**config.mk**
```make
export PLATFORM = sky130hd
export DESIGN_NAME = flash_page_seq
export DESIGN_NICKNAME = d
export VERILOG_FILES = /design/src/rtl/fsq_pkg.sv /design/src/rtl/fsq_datapath.sv /design/src/rtl/fsq_control.sv /design/src/rtl/flash_page_seq.sv
export SDC_FILE = /design/constraint.sdc
export NUM_CORES = 1
export LEC_CHECK = 0
export ABC_AREA = 1
export ABC_CLOCK_PERIOD_IN_PS = 3000
export BUFFER_PORTS_ARGS = -buffer_cell sky130_fd_sc_hd__buf_4
export CORE_AREA = 2 2 87 89
export DETAILED_ROUTE_END_ITERATION = 8
export DIE_AREA = 0 0 89 91
export PLACE_DENSITY = 0.75
export SLEW_MARGIN = 20
export SYNTH_ARGS = -nofsm -noshare
export SYNTH_HDL_FRONTEND = slang
export SYNTH_HIERARCHICAL = 1
export SYNTH_SLANG_ARGS = --single-unit
```
**constraint.sdc**
```tcl
create_clock -name clk -period 3 [get_ports clk]
set_input_delay 0 -clock clk [delete_from_list [all_inputs] [get_ports clk]]
set_output_delay 0 -clock clk [all_outputs]
set_load 0.02 [all_outputs]
```
**src/rtl/fsq_pkg.sv**
```systemverilog
package fsq_pkg;

  localparam logic [7:0] CMD_KEY = 8'hA5;

  typedef enum logic [5:0] {
    CMD_NOP    = 6'd0,
    CMD_WRITE  = 6'd1,
    CMD_ERASE  = 6'd2,
    CMD_CLRBUF = 6'd3,
    CMD_UNLOCK = 6'd5,
    CMD_HSPEED = 6'd16
  } cmdCode_t;

  typedef enum logic [3:0] {
    S_IDLE, S_CFG, S_HS, S_HS_W,
    S_UNLK, S_UNLK_W, S_ERS, S_ERS_W,
    S_CLR, S_CLR_W, S_FILL, S_WRT, S_WRT_W
  } seqState_t;

  // strobes from control to datapath
  typedef struct packed {
    logic     latchReq;
    logic     cntClr;
    logic     cntStep;
    logic     issue;
    cmdCode_t code;
    logic     bufWr;
    logic     cfgWr;
  } seqStrobes_t;

endpackage

```
**src/rtl/fsq_datapath.sv**
```systemverilog
module fsq_datapath
  import fsq_pkg::*;
#(
  parameter int PAGE_W     = 16,
  parameter int PAGE_BYTES = 512,
  parameter int WORD_BYTES = 8
) (
  input  logic                  clk,
  input  logic                  rstN,
  input  seqStrobes_t           stb,
  input  logic                  reqWrite,
  input  logic [PAGE_W-1:0]     reqPage,
  input  logic [WORD_BYTES*8-1:0] srcData,
  output logic [$clog2(PAGE_BYTES/WORD_BYTES)-1:0] srcIdx,
  output logic                  opIsWrite,
  output logic                  fillLast,
  output logic                  cmdValid,
  output logic [7:0]            cmdKey,
  output logic [5:0]            cmdCode,
  output logic [PAGE_W-1:0]     cmdPage,
  output logic                  bufWr,
  output logic [PAGE_W+$clog2(PAGE_BYTES)-1:0] bufAddr,
  output logic [WORD_BYTES*8-1:0] bufData
);
  localparam int WORDS  = PAGE_BYTES / WORD_BYTES;
  localparam int IDX_W  = $clog2(WORDS);
  localparam int LOW_W  = $clog2(WORD_BYTES);
  localparam int DATA_W = WORD_BYTES * 8;

  logic [PAGE_W-1:0] pageQ;
  logic              isWriteQ;
  logic [IDX_W-1:0]  wordIdx;
  logic              phase;     // 0: all-ones pass, 1: data pass

  always_ff @(posedge clk or negedge rstN) begin
    if (!rstN) begin
      pageQ    <= '0;
      isWriteQ <= 1'b0;
      wordIdx  <= '0;
      phase    <= 1'b0;
    end else begin
      if (stb.latchReq) begin
        pageQ    <= reqPage;
        isWriteQ <= reqWrite;
      end
      if (stb.cntClr) begin
        wordIdx <= '0;
        phase   <= 1'b0;
      end else if (stb.cntStep) begin
        phase <= ~phase;
        if (phase) wordIdx <= wordIdx + 1'b1;
      end
    end
  end

  logic codeUsesPage;
  always_comb begin
    codeUsesPage = (stb.code != CMD_CLRBUF) && (stb.code != CMD_HSPEED);
  end

  assign opIsWrite = isWriteQ;
  assign fillLast  = phase && (wordIdx == IDX_W'(WORDS - 1));
  assign srcIdx    = wordIdx;
  assign cmdValid  = stb.issue;
  assign cmdKey    = CMD_KEY;
  assign cmdCode   = stb.code;
  assign cmdPage   = codeUsesPage ? pageQ : '0;
  assign bufWr     = stb.bufWr;
  assign bufAddr   = {pageQ, wordIdx, {LOW_W{1'b0}}};
  assign bufData   = phase ? srcData : {DATA_W{1'b1}};

endmodule

```
**src/rtl/fsq_control.sv**
```systemverilog
module fsq_control
  import fsq_pkg::*;
(
  input  logic        clk,
  input  logic        rstN,
  input  logic        reqWrite,
  input  logic        reqErase,
  input  logic        flashReady,
  input  logic        readyEvt,
  input  logic        lockErr,
  input  logic        progErr,
  input  logic        opIsWrite,
  input  logic        fillLast,
  output seqStrobes_t stb,
  output logic        reqReject,
  output logic        seqIdle,
  output logic        done,
  output logic        doneOk,
  output logic        cacheInval
);
  seqState_t state, nxt;
  logic configured, markCfg;
  logic finish, finOk, errNow, anyReq;

  always_comb begin
    errNow  = lockErr | progErr;
    anyReq  = reqWrite | reqErase;
    stb     = '0;
    nxt     = state;
    finish  = 1'b0;
    finOk   = 1'b0;
    markCfg = 1'b0;
    case (state)
      S_IDLE: if (anyReq) begin
        stb.latchReq = 1'b1;
        stb.cntClr   = 1'b1;
        nxt          = configured ? S_UNLK : S_CFG;
      end
      S_CFG: begin
        stb.cfgWr = 1'b1;
        nxt       = S_HS;
      end
      S_HS: begin
        stb.issue = 1'b1;
        stb.code  = CMD_HSPEED;
        nxt       = S_HS_W;
      end
      S_HS_W: if (flashReady) begin
        if (errNow) begin
          finish = 1'b1;
          nxt    = S_IDLE;
        end else begin
          markCfg = 1'b1;
          nxt     = S_UNLK;
        end
      end
      S_UNLK: begin
        stb.issue = 1'b1;
        stb.code  = CMD_UNLOCK;
        nxt       = S_UNLK_W;
      end
      S_UNLK_W: if (readyEvt) begin
        if (errNow) begin
          finish = 1'b1;
          nxt    = S_IDLE;
        end else begin
          nxt = S_ERS;
        end
      end
      S_ERS: begin
        stb.issue = 1'b1;
        stb.code  = CMD_ERASE;
        nxt       = S_ERS_W;
      end
      S_ERS_W: if (readyEvt) begin
        if (errNow) begin
          finish = 1'b1;
          nxt    = S_IDLE;
        end else if (opIsWrite) begin
          nxt = S_CLR;
        end else begin
          finish = 1'b1;
          finOk  = 1'b1;
          nxt    = S_IDLE;
        end
      end
      S_CLR: begin
        stb.issue = 1'b1;
        stb.code  = CMD_CLRBUF;
        nxt       = S_CLR_W;
      end
      S_CLR_W: if (flashReady) begin
        if (errNow) begin
          finish = 1'b1;
          nxt    = S_IDLE;
        end else begin
          stb.cntClr = 1'b1;
          nxt        = S_FILL;
        end
      end
      S_FILL: begin
        stb.bufWr   = 1'b1;
        stb.cntStep = 1'b1;
        if (fillLast) nxt = S_WRT;
      end
      S_WRT: begin
        stb.issue = 1'b1;
        stb.code  = CMD_WRITE;
        nxt       = S_WRT_W;
      end
      S_WRT_W: if (readyEvt) begin
        finish = 1'b1;
        finOk  = !errNow;
        nxt    = S_IDLE;
      end
      default: nxt = S_IDLE;
    endcase
  end

  always_ff @(posedge clk or negedge rstN) begin
    if (!rstN) begin
      state      <= S_IDLE;
      configured <= 1'b0;
      done       <= 1'b0;
      doneOk     <= 1'b0;
      cacheInval <= 1'b0;
    end else begin
      state      <= nxt;
      if (markCfg) configured <= 1'b1;
      done       <= finish;
      doneOk     <= finish & finOk;
      cacheInval <= finish & finOk;
    end
  end

  assign seqIdle   = (state == S_IDLE);
  assign reqReject = anyReq && (state != S_IDLE);

endmodule

```
**src/rtl/flash_page_seq.sv**
```systemverilog
module flash_page_seq
  import fsq_pkg::*;
#(
  parameter int PAGE_W     = 16,
  parameter int WAIT_STATE = 1
) (
  input  logic              clk,
  input  logic              rstN,
  input  logic              reqWrite,
  input  logic              reqErase,
  input  logic [PAGE_W-1:0] reqPage,
  output logic              reqReject,
  output logic              seqIdle,
  output logic              done,
  output logic              doneOk,
  output logic [5:0]        srcIdx,
  input  logic [63:0]       srcData,
  output logic              cmdValid,
  output logic [7:0]        cmdKey,
  output logic [5:0]        cmdCode,
  output logic [PAGE_W-1:0] cmdPage,
  input  logic              flashReady,
  input  logic              readyEvt,
  input  logic              lockErr,
  input  logic              progErr,
  output logic              bufWr,
  output logic [PAGE_W+8:0] bufAddr,
  output logic [63:0]       bufData,
  output logic              cfgWrite,
  output logic              cfgWaitState,
  output logic              cacheInval
);
  seqStrobes_t stb;
  logic opIsWrite, fillLast;

  fsq_control u_ctrl (
    .clk, .rstN, .reqWrite, .reqErase, .flashReady, .readyEvt,
    .lockErr, .progErr, .opIsWrite, .fillLast, .stb,
    .reqReject, .seqIdle, .done, .doneOk, .cacheInval
  );

  fsq_datapath #(.PAGE_W(PAGE_W), .PAGE_BYTES(512), .WORD_BYTES(8)) u_dp (
    .clk, .rstN, .stb, .reqWrite, .reqPage, .srcData, .srcIdx,
    .opIsWrite, .fillLast, .cmdValid, .cmdKey, .cmdCode, .cmdPage,
    .bufWr, .bufAddr, .bufData
  );

  assign cfgWrite     = stb.cfgWr;
  assign cfgWaitState = 1'(WAIT_STATE);

endmodule

```
# ---- After elaboration in Yosys (flattened, before gate mapping)
# Cells that the tools add are included.
dict set report word_totals {
  reg_bits 31
  in_bits 88
  output_inout_bits 134
  elab_cells 88
}
dict set report classes {
  add_sub_neg 1
  eq_ne 22
  mux 42
  bitwise 4
  n_reduce_logical 11
}
# cell count
set op_table {}
lappend op_table {{$mux 64} 1}
lappend op_table {{$pmux 4 s13} 1}
lappend op_table {{$mux 4} 10}
lappend op_table {{$pmux 7 s5} 1}
lappend op_table {{$eq 4x4->1 const B} 5}
lappend op_table {{$mux 1} 18}
lappend op_table {{$mux 6} 3}
lappend op_table {{$eq 4x3->1 const B} 4}
lappend op_table {{$mux 16} 1}
lappend op_table {{$ne 2x2->1 const B} 6}
lappend op_table {{$mux 3} 3}
lappend op_table {{$eq 4x2->1 const B} 2}
lappend op_table {{$reduce_and 7->1} 1}
lappend op_table {{$add 6x1->6 const B} 1}
lappend op_table {{$eq 6x6->1 const B} 1}
lappend op_table {{$ne 6x2->1 const B} 1}
lappend op_table {{$ne 6x5->1 const B} 1}
lappend op_table {{$eq 4x1->1 const B} 1}
lappend op_table {{$logic_not 4->1} 1}
lappend op_table {{$pmux 1 s2} 2}
lappend op_table {{$pmux 1 s4} 1}
lappend op_table {{$reduce_bool 2->1} 2}
lappend op_table {{$reduce_bool 4->1} 1}
lappend op_table {{$logic_and 1x1->1} 3}
lappend op_table {{8 further kinds} 9}

# ---- Depth between registers and ports, before layout
dict set report logic_depth {
  word_depth 6
  depth_mapped 11
  depth_no_buf 10
}

# ---- Modules after synthesis
# The synthesis kept the hierarchy.
# module n_inst cells_each area_per_inst_um2 seq_area_each_um2
set by_module_without_submodules {}
lappend by_module_without_submodules {fsq_datapath 1 233 1770.4 600.6}
lappend by_module_without_submodules {fsq_control 1 112 679.4 175.2}
lappend by_module_without_submodules {flash_page_seq 1 2 11.3 0.0}

# ---- Worst setup path before layout
# Ideal clock, no wire load.
dict set report synth_timing {
  kind {register to register}
  startpoint {register u_ctrl.state[2]}
  endpoint {register u_dp.wordIdx[4] (netlist: u_dp/srcIdx[4])}
  setup_ns 0.123
  arrival_ns 1.666
  t_required_ns 2.877
  setup_slack_ns 1.211
  stages_incl_launch_ff 10
  synth_period_minus_slack_ns 1.789
  cell_sequence {dfrtp_1 -> nor2_2 -> nand2_1 -> nor2_1 -> a31o_2 -> inv_1 -> nand2_4 -> nand2_1 -> o21ai_0 -> a21oi_1}
}
# element line
set synth_rtl {}
lappend synth_rtl {{start: declaration} fsq_control.sv:21} ;# seqState_t state, nxt;
lappend synth_rtl {{start signal: assignment} fsq_control.sv:128} ;# state <= nxt;
lappend synth_rtl {{end signal: assignment} fsq_datapath.sv:51} ;# if (phase) wordIdx <= wordIdx + 1'b1;
lappend synth_rtl {{end: declaration} fsq_datapath.sv:32} ;# logic [IDX_W-1:0] wordIdx;

# ---- Worst setup path in the final report
dict set report layout_timing {
  startpoint {register u_ctrl.state[1]}
  endpoint {output port cmdPage[13]}
}
dict set report layout_between {
  elab_chain_cells 5
  word_cells_on_any_way 10
  classes_between {eq/ne (7); mux (2); reduce/logical (1)}
}
# element line
set layout_rtl {}
lappend layout_rtl {{$eq 4x4->1, or another cell as far along} fsq_control.sv:33} ;# case (state)
lappend layout_rtl {{$pmux 7 s5 (*)} fsq_control.sv:33}
lappend layout_rtl {{$ne 6x2->1 / $ne 6x5->1 (equally long branches)} fsq_datapath.sv:58} ;# codeUsesPage = (stb.code != CMD_CLRBUF) && (stb.code != CMD_HSPEED);
lappend layout_rtl {{$logic_and 1x1->1 (*)} fsq_datapath.sv:58}
lappend layout_rtl {{$mux 16 (*)} fsq_datapath.sv:67} ;# assign cmdPage = codeUsesPage ? pageQ : '0;
lappend layout_rtl {{end: declaration} flash_page_seq.sv:21} ;# output logic [PAGE_W-1:0] cmdPage,
# Mark *: on every way between the ends. The rest lies on a longest branch, timed or not.

==> summary.txt <==
status: finished, final reports clean
Max Slew Vio Count: 0
die width: 89 µm
post-synthesis xor/xnor area fraction: 0%
total number of vias: 2931
area grow syn2layout: 69.29%
ANT cells: 0
drt first pass iters: 5
global-route wire length before repair: 14590 µm
vias in the first global route: 2766
CP arrival: 2.16 ns
Worst VDD drop: 0.5370 mV
Top FF cell, synth: dfrtp_1
main combinational cell family by area after synthesis: simple AND/OR/NAND/NOR gates
first-iteration detailed-routing DRC count: 145
number of max-cap violations: 0
CP most frequent cell: nor2_1
DRC: 0
Clock power frac: 13.3%
post-synthesis adder-cell area fraction: 0.5084%
Finished Core Util: 58.38%
largest net degree at the start of global routing: 65
WP buf/inv: 3
final WL: 10290 µm
Net Switching: 1.361 mW
number of buffers created by CTS: 5
FFs w/ async S/R, synth: 100.0%
post-CTS sizing: 0
post-DR wirelength/cell: 15.81 µm
CP max stage delay: 0.46 ns
Seq/Total Area, Yosys: 31.52%
final period utilization: 72.13%
Hold Violations, Final: 0
total track usage: 24.01%
min-delay worst type: primary input to flop
Comb pwr share: 62.5%
CP Class: flop to primary output
Tmin final: 2.164 ns
cells after synthesis: 347
I/O pins: 222
# rows: 31
power density cells: 681.8 nW/µm²
fillcell total: 657
share of layout cells above drive strength 1: 45.47%
Clock Path Buffers: 2
Antenna Nets Post-Route: 0
Synth Cell Area: 2461 µm²
fmax: 462.1 MHz
Post-Route Setup TNS: 0 ns
CTS tree: yes
fin area: 4167 µm²
die span in y: 91 µm
CTS H-tree lvls: 2
Pwr Total: 2.841 mW
Die ar.: 8099 µm²
synthesized area per cell: 7.093 µm²
RSZ-0062 raised after global routing: false
Worst path slowest cell: dfrtp_1
RR Startpoint: u_ctrl/state[2]$_DFFE_PN0P_
antenna violations before repair: 0
CP Launch Type: flop
setup violators final: 0
synth warn: 6
crit-path cells: inv_1 > nor2_1 > inv_1 > o21ai_0 > nand2_1 > nor2_1 > o21a_2 > nor2_1 > buf_4
Flop pwr share: 24.2%
Initial Utilization: 34.48%
Yosys top cell area share: 31.52%
mux contribution to synthesized area: 0.4575%
Root Driver: clkbuf_8
CP endpoint kind: primary output
cell family with most CP delay: compound AO/OA/AOI/OAI gates
Hold Path Origin: flashReady
Req. time, crit path: 3.00 ns
cell taking the most area after synthesis: dfrtp_1
number of clock sinks: 31
Core Footprint: 7137 µm²
Simple-Gate Fraction of Synth Area: 39.91%
placed wire-length estimate: 8632 µm
IO Port Bufs: 207
CTS clock-pin slew for the worst setup and hold paths: 0.07 ns
clk_lat worst skew: 0.29 ns
GPL Wtd Cong: 0.9114
top cells by area, synth: dfrtp_1, or2_1, buf_4, nand2_1, inv_1
post-synthesis cell type count: 33
Via density: 4.502
grt ovf: 0
crit path from: u_ctrl/state[1]$_DFFE_PN0P_
nets: 640
placed cell areas: 3872 µm²
register bit count reported by yosys: 31
switch share: 47.90%
LEAKAGE: 2.122 nW
Post-synth EDFFs: 0
worst-path maximum fanout: 16
internal power: 1.480 mW
clock skew: 0.004528 ns
Synth Area in Compound Gates: 7.982%
==> path summary, 6_finish.rpt <==
path | endpoint | slack [ns] | cells after the start
worst min register to register | u_ctrl/configured$_DFFE_PN0P_ | 0.54 | 2
worst max-delay path | cmdPage[13] | 0.84 | 9
min in group asynchronous | u_dp/opIsWrite$_DFFE_PN0P_ | 0.18 | 2
worst min-delay path | u_dp/srcIdx[1]$_DFFE_PN0P_ | 0.05 | 3
worst max register to register | u_dp/srcIdx[4]$_DFFE_PN0P_ | 1.08 | 9
max in group asynchronous | u_dp/pageQ[14]$_DFFE_PN0P_ | 2.52 | 2
==> tightest hold or removal path: cells and delay by family <==
family | cells | cell delay [ns]
buffers and inverters | 1 | 0.09
AOI/OAI and AO/OA | 2 | 0.20
==> area by class of cell <==
class / instances / area (µm²) / area share, %
timing repair buffer: 228 / 1759 / 42.22
multi-input combinational: 246 / 1257 / 30.18
sequential: 31 / 775.7 / 18.62
inverter: 39 / 146.4 / 3.514
tap: 99 / 123.9 / 2.973
clock buffer: 7 / 96.34 / 2.312
clock inverter: 1 / 7.507 / 0.1802
==> registers in the layout, summed over array words and instances, names as in the netlist <==
signal and cells:
u_ctrl/cacheInval 1, u_ctrl/configured 1, u_ctrl/done 1, u_ctrl/state 4
u_dp/opIsWrite 1, u_dp/pageQ 16, u_dp/phase 1, u_dp/srcIdx 6
==> cells by family (layout without fill, tap and decap cells) <==
family          count (synthesis)  after routing
simple gates                  194            194
buf+inv                        80            275
compound gates                 36             36
flops                          31             31
other cells                     4             14
fa+ha+maj                       1              1
mux                             1              1
==> layer usage <==
layer,global-route usage (%),up-vias,part of all wire (%)
met4,6.219,0,1.6
met2,40.67,155,50
li1,-,1426,-
met3,6.273,11,9.8
met1,29.94,1339,39
met5,0,-,0
==> layout by cell type (no fill, tap or decap), types with 2 or more instances in the layout <==
master / n
or2_1: 50
a21oi_1: 6
o21ai_1: 2
dfrtp_1: 31
clkbuf_8: 7
inv_2: 2
nor2_1: 35
dlygate4sd3_1: 19
nand2_1: 56
o21ai_0: 23
conb_1: 14
nand3_1: 20
nor2_2: 5
buf_4: 209
nand2_4: 2
inv_1: 37
nand2_2: 4
nand3_2: 2
or2_2: 14
==> synth_stat cells, types with 4 or more instances <==
library cell / instances
dfrtp_1: 31
nand2_2: 4
buf_4: 30
nand2_1: 56
nand3_1: 20
or2_2: 14
a21oi_1: 6
conb_1: 4
nor2_1: 36
o21ai_0: 23
or2_1: 50
inv_1: 37
nor2_2: 4
buf_6: 7
==> power groups by stage <==
stage                     registers (mW)  clock network [mW]  logic [mW]
final                              0.688               0.378        1.77
after detailed placement           0.687                   0        1.76
after global placement             0.687                   0        1.74
after floorplan                    0.810                   0       0.960
after CTS                          0.686               0.390        1.77
after global routing               0.710               0.402        1.91
==> stage by stage <==
| step | worst slack [ns] | cells | hold slack, ns |
|---|---|---|---|
| finish | 0.8361 | 651 | 0.04820 |
| global route | 0.6042 | 651 | 0.06434 |
| CTS | 0.8344 | 651 | 0.05244 |
| detailed placement | 1.118 | 624 | -0.03650 |
| global placement | 1.175 | 624 | -0.04290 |
| floorplan | 1.211 | 357 | -0.2956 |
==> repair_timing <==
| action | CTS | global route |
|---|---|---|
| hold buffers | 19 | 0 |
| hold endpoints to repair | 49 | 0 |
| setup buffers | 0 | 0 |
(Power assumes the default switching activity.)
